--- src/rtl/pcseq_pkg.sv ---
package pcseq_pkg;

  // Next-PC source codes as presented by decode; the numbering is fixed.
  typedef enum logic [2:0] {
    SRC_SEQ     = 3'd0,
    SRC_BRANCH  = 3'd1,
    SRC_JUMP    = 3'd2,
    SRC_REG     = 3'd3,
    SRC_IRQ     = 3'd4,
    SRC_ILLEGAL = 3'd5,
    SRC_RESET   = 3'd6
  } pc_src_e;

  localparam int ADDR_SHIFT = 2;  // word to byte address

endpackage

--- src/rtl/pcseq_sync.sv ---
module pcseq_sync #(
  parameter int STAGES = 2,
  parameter int WIDTH  = 2
) (
  input  logic             clk,
  input  logic             rst,
  input  logic [WIDTH-1:0] d,
  output logic [WIDTH-1:0] q
);

  logic [WIDTH-1:0] chain [STAGES];

  for (genvar s = 0; s < STAGES; s++) begin : g_stage
    if (s == 0) begin : g_first
      always_ff @(posedge clk) begin
        if (rst) chain[0] <= '0;
        else     chain[0] <= d;
      end
    end else begin : g_next
      always_ff @(posedge clk) begin
        if (rst) chain[s] <= '0;
        else     chain[s] <= chain[s-1];
      end
    end
  end

  assign q = chain[STAGES-1];

endmodule

--- src/rtl/pcseq_targets.sv ---
module pcseq_targets
  import pcseq_pkg::*;
#(
  parameter int XLEN   = 32,
  parameter int IMM_W  = 16,
  parameter int JIDX_W = 26
) (
  input  logic [XLEN-1:0]   pc_plus4,
  input  logic [IMM_W-1:0]  imm16,
  input  logic [JIDX_W-1:0] jidx,
  output logic [XLEN-1:0]   br_target,
  output logic [XLEN-1:0]   jmp_target
);

  localparam int EXT_W = XLEN - IMM_W - ADDR_SHIFT;
  localparam int HI_W  = XLEN - JIDX_W - ADDR_SHIFT;

  logic [XLEN-1:0] byte_offset;

  // The multiply by four is only wiring: two zero bits below the field.
  assign byte_offset = {{EXT_W{imm16[IMM_W-1]}}, imm16, {ADDR_SHIFT{1'b0}}};
  assign br_target   = pc_plus4 + byte_offset;
  assign jmp_target  = {pc_plus4[XLEN-1 -: HI_W], jidx, {ADDR_SHIFT{1'b0}}};

endmodule

--- src/rtl/pcseq_select.sv ---
module pcseq_select
  import pcseq_pkg::*;
#(
  parameter int              XLEN        = 32,
  parameter logic [XLEN-1:0] RESET_VEC   = 32'h8000_0000,
  parameter logic [XLEN-1:0] ILLEGAL_VEC = 32'h8000_0040,
  parameter logic [XLEN-1:0] IRQ_VEC     = 32'h8000_0080
) (
  input  logic            reset_req,
  input  logic            irq_req,
  input  logic [2:0]      path_sel,
  input  logic [XLEN-1:0] pc_plus4,
  input  logic [XLEN-1:0] br_target,
  input  logic [XLEN-1:0] jmp_target,
  input  logic [XLEN-1:0] reg_target,
  output logic [XLEN-1:0] next_pc
);

  logic [XLEN-1:0] flow_pc;

  always_comb begin
    case (pc_src_e'(path_sel))
      SRC_BRANCH:  flow_pc = br_target;
      SRC_JUMP:    flow_pc = jmp_target;
      SRC_REG:     flow_pc = reg_target;
      SRC_IRQ:     flow_pc = IRQ_VEC;
      SRC_ILLEGAL: flow_pc = ILLEGAL_VEC;
      SRC_RESET:   flow_pc = RESET_VEC;
      default:     flow_pc = pc_plus4;
    endcase
  end

  // Synchronized requests override decode, reset first.
  always_comb begin
    if (reset_req)    next_pc = RESET_VEC;
    else if (irq_req) next_pc = IRQ_VEC;
    else              next_pc = flow_pc;
  end

endmodule

--- src/rtl/pc_sequencer.sv ---
module pc_sequencer #(
  parameter int              XLEN        = 32,
  parameter int              IMM_W       = 16,
  parameter int              JIDX_W      = 26,
  parameter int              SYNC_STAGES = 2,
  parameter logic [XLEN-1:0] RESET_VEC   = 32'h8000_0000,
  parameter logic [XLEN-1:0] ILLEGAL_VEC = 32'h8000_0040,
  parameter logic [XLEN-1:0] IRQ_VEC     = 32'h8000_0080
) (
  input  logic              clk,
  input  logic              rst,
  input  logic              reset_async,
  input  logic              irq_async,
  input  logic [2:0]        path_sel,
  input  logic [IMM_W-1:0]  imm16,
  input  logic [JIDX_W-1:0] jidx,
  input  logic [XLEN-1:0]   reg_target,
  output logic [XLEN-1:0]   pc,
  output logic [XLEN-1:0]   pc_plus4
);

  localparam logic [XLEN-1:0] STEP = XLEN'(4);

  logic            reset_sync;
  logic            irq_sync;
  logic [XLEN-1:0] br_target;
  logic [XLEN-1:0] jmp_target;
  logic [XLEN-1:0] next_pc;

  pcseq_sync #(
    .STAGES (SYNC_STAGES),
    .WIDTH  (2)
  ) u_sync (
    .clk (clk),
    .rst (rst),
    .d   ({irq_async, reset_async}),
    .q   ({irq_sync, reset_sync})
  );

  pcseq_targets #(
    .XLEN   (XLEN),
    .IMM_W  (IMM_W),
    .JIDX_W (JIDX_W)
  ) u_targets (
    .pc_plus4   (pc_plus4),
    .imm16      (imm16),
    .jidx       (jidx),
    .br_target  (br_target),
    .jmp_target (jmp_target)
  );

  pcseq_select #(
    .XLEN        (XLEN),
    .RESET_VEC   (RESET_VEC),
    .ILLEGAL_VEC (ILLEGAL_VEC),
    .IRQ_VEC     (IRQ_VEC)
  ) u_select (
    .reset_req  (reset_sync),
    .irq_req    (irq_sync),
    .path_sel   (path_sel),
    .pc_plus4   (pc_plus4),
    .br_target  (br_target),
    .jmp_target (jmp_target),
    .reg_target (reg_target),
    .next_pc    (next_pc)
  );

  // PC and its successor are both registered, so the link value has no adder
  // in front of the output.
  always_ff @(posedge clk) begin
    if (rst) begin
      pc       <= RESET_VEC;
      pc_plus4 <= RESET_VEC + STEP;
    end else begin
      pc       <= next_pc;
      pc_plus4 <= next_pc + STEP;
    end
  end

endmodule

--- config.mk ---
export PLATFORM = sky130hd
export DESIGN_NAME = pc_sequencer
export DESIGN_NICKNAME = d
export VERILOG_FILES = /design/src/rtl/pcseq_pkg.sv /design/src/rtl/pcseq_sync.sv /design/src/rtl/pcseq_targets.sv /design/src/rtl/pcseq_select.sv /design/src/rtl/pc_sequencer.sv
export SDC_FILE = /design/constraint.sdc
export NUM_CORES = 1
export LEC_CHECK = 0
export CORE_MARGIN = 2
export CORE_UTILIZATION = 39
export CTS_CLUSTER_DIAMETER = 80
export DETAILED_ROUTE_END_ITERATION = 10
export PLACE_DENSITY_LB_ADDON = 0.3
export RECOVER_POWER = 50
export SKIP_LAST_GASP = 1
export SYNTH_ARGS = -nofsm -noshare
export SYNTH_HDL_FRONTEND = slang
export SYNTH_SLANG_ARGS = --single-unit
--- constraint.sdc ---
create_clock -name clk -period 4.3 [get_ports clk]
set_clock_uncertainty 0.05 [all_clocks]
set_input_delay 0.86 -clock clk [delete_from_list [all_inputs] [get_ports clk]]
set_output_delay 0.86 -clock clk [all_outputs]
set_load 0.1 [all_outputs]
==> results by group <==
Final layout
  – Area Growth Syn to Fin: 67.6%
  – Layout cell share with drive strength beyond 1: 29.3%
  – Commonest non-fill, non-tap cell in the layout: buf_4
  – Final Net Count: 1093
  – Multi-input gate area: 0.00412 mm2
  – Register area: 0.00134 mm2
  – Post-Layout Cell Count: 1162
  – Final non-filler cell area: 0.00881 mm2
  – Commonest cells after routing, fill and taps aside: buf_4, clkdlybuf4s50_1, nor2_1
  – Post-layout util: 66.8%
  – Diodes inserted: 0
  – Fill cells: 1073

Power and ir drop
  – P_sw: 1.07 mW
  – Power Total: 2.70 mW
  – Clock Power Share: 26.8%
  – Switching portion of total power: 39.5%
  – Leak Pwr: 3.63 nW
  – Logic pwr share: 47.0%
  – PD cells: 307 mW/mm2
  – Cell Int Power: 1.63 mW
  – Reg power frac: 26.2%
  – Max IR drop VDD: 0.335 mV

Routing
  – WL final: 21700 um
  – Post-DRT Antenna Nets: 0
  – Drt first-iter violations: 685
  – Drt drc: 0
  – Vias per inst: 5.71
  – Total number of vias: 6633
  – TritonRoute pass-1 iters: 5
  – Per-cell routed wire length: 18.7 um

Worst setup path
  – CP max FO: 6
  – Worst Path Required: 4.47 ns
  – Critical path type: in -> reg
  – Data arrival, critical path: 4.41 ns
  – CP Launch Type: primary input
  – Critical Path End Type: flip-flop

Timing
  – Worst Tran Pin Value: 1.09 ns
  – Tmin final: 4.24 ns
  – Final slew viol count: 0
  – Achievable frequency: 0.236 GHz
  – Fin. Hold Viols: 0
  – Setup TNS: 0 ns
  – Slew margin rel.: 27.2%
  – Final period util: 98.6%
  – RSZ-0062 raised after global routing: yes
  – Worst hold slack: 0.385 ns
  – Final setup vio count: 0
  – Final worst-path setup slack: 0.0621 ns

Floorplanning
  – Die width: 120 um
  – Num rows: 42
  – I/O pin total: 145
  – Die ar.: 0.0144 mm2
  – Starting density of the core: 39.8%
  – Core Box Area: 0.0132 mm2
  – Die H: 120 um

Logic synthesis
  – Syn Nets: 810
  – Register bit total from synthesis: 66
  – Synth warn: 0
  – Syn Std Cell Area: 0.00525 mm2
  – Gate count of the mapped netlist: 698
  – Post-synth EDFFs: 0
  – Main synth FF type: dfxtp_1
  – Ys async rst share: 0%
  – Sequential area share after synthesis: 25.1%
  – Syn Area/Cell: 7.53 um2
  – Distinct cells, synth: 69

Job
  – Maxcap violations: 0

Clocking
  – Num CTS Buffers: 9
  – Clk_lat worst skew: 0.33 ns
  – # H-tree levels: 3
  – Clk pin slew, worst setup/hold paths: 0.05 ns
  – Clk sinks: 66
  – Clock tree buffer depth: 2
  – Clock Tree Root: clkbuf_16
  – CTS tree: built

Placed design
  – Hpwl dp: 16900 um
  – Setup WS pre-CTS: -0.591 ns
  – Cell Area, Placed: 0.00808 mm2
  – Cell total after placement: 1137
  – Final Wtd Congestion: 0.948
  – PortBufs: 144

Status
  – Outcome: completed

Min path
  – Hold crit path type: reg -> reg

Global routing
  – Largest net degree at the start of global routing: 66
  – Total track usage: 29.1%
  – Initial antenna violation count: 0
  – Vias in the first global route: 6350
  – Gr ovfl total: 0
  – Global-route wire length before repair: 33200 um
## timing repair
| action | CTS | global route |
|---|---|---|
| hold buffers | 0 | 0 |
| pin swaps | 11 | 15 |
| setup endpoints to repair | 9 | 7 |
| gates resized for setup | 27 | 62 |
| setup buffers | 3 | 6 |
## cells in the mapped netlist (5+ instances only)
| library cell | n | share of area (%) |
|---|---|---|
| xnor2_1 | 21 | 3.5 |
| buf_1 | 5 | 0.36 |
| nor2_1 | 97 | 6.9 |
| o21ai_0 | 48 | 4.6 |
| nor4_1 | 5 | 0.60 |
| o31ai_1 | 6 | 0.86 |
| a31oi_1 | 7 | 0.83 |
| dfxtp_1 | 66 | 25 |
| nand2_1 | 54 | 3.9 |
| or3_1 | 7 | 0.83 |
| o221ai_1 | 9 | 1.5 |
| ha_1 | 30 | 7.1 |
| o211ai_1 | 24 | 3.4 |
| mux2i_1 | 7 | 1.3 |
| buf_2 | 14 | 1.3 |
| mux2_2 | 6 | 1.3 |
| a211o_1 | 7 | 1.2 |
| a22oi_1 | 5 | 0.71 |
| a21oi_1 | 55 | 5.2 |
| inv_1 | 25 | 1.8 |
| nand2b_1 | 7 | 0.83 |
| o21bai_1 | 12 | 1.7 |
| nand4_1 | 11 | 1.3 |
| nor3_1 | 21 | 2.0 |
| a211oi_1 | 11 | 1.6 |
| nor2b_1 | 15 | 1.8 |
| clkbuf_1 | 20 | 1.4 |
| xor2_1 | 15 | 2.5 |
| nand3_1 | 10 | 0.95 |
| and3_1 | 5 | 0.60 |
| a21o_1 | 9 | 1.3 |
## final cells by class
type / instances / share of cell area, %
clock buffers: 11 / 2.87
clock inverters: 5 / 0.597
inverters: 25 / 1.07
multi-input cells: 566 / 46.8
flip-flops and latches: 66 / 15.2
well taps: 176 / 2.50
repair buffers: 313 / 31.0
## power by group through the flow
stage               clock network [mW]  registers, mW  logic, mW
floorplan                            0           1.00      0.419
finish                           0.723          0.709       1.27
detailed placement                   0          0.716       1.18
global placement                     0          0.715       1.16
global route                     0.762          0.711       1.34
CTS                              0.738          0.704       1.20
## worst max-delay path, cell delays in order
cell             delay (ns)
clkdlybuf4s50_1        0.41
ha_2                   0.38
nand2_1                0.09
buf_4                  0.15
o21ai_0                0.20
a21oi_2                0.09
buf_4                  0.14
nor3_1                 0.23
nor3_2                 0.13
nand4bb_4              0.26
nor3_4                 0.28
nand4_4                0.13
or4_4                  0.44
or4_1                  0.41
a21o_1                 0.19
## logic make-up (layout without fill, tap and decap cells)
group,after synthesis,count (layout),share of synthesized area [%]
buf+inv,66,354,5.19
compound gates,224,224,28.5
xor+xnor,36,36,6.00
mux,13,13,2.62
fa+ha+maj,31,31,7.53
simple gates,262,262,25.0
flops,66,66,25.1
## routing by layer
metal	wire (um)	GRT usage [%]	vias up	share of wire [%]
met5	0	0	-	0
li1	-	-	3105	-
met2	9630	44.8	342	44
met3	2200	5.18	42	10
met1	9350	41.3	3144	43
met4	493	9.04	0	2.3
## state kept, by name (all words and copies together) (netlist names)
name and flops:
u_sync.chain 4, pc 32, pc_plus4 30
## final timing paths
check	startpoint	end	slack, ns	depth (start not counted)
worst max-delay path	imm16[12]	pc_plus4[31]	0.06	15
worst min-delay path	u_sync.chain[0][1]	u_sync.chain[1][1]	0.38	1
worst max register to register	pc_plus4[3]	pc_plus4[31]	0.50	13
worst min register to register	u_sync.chain[0][1]	u_sync.chain[1][1]	0.38	1
No activity file was read; power rests on OpenSTA's default activity.
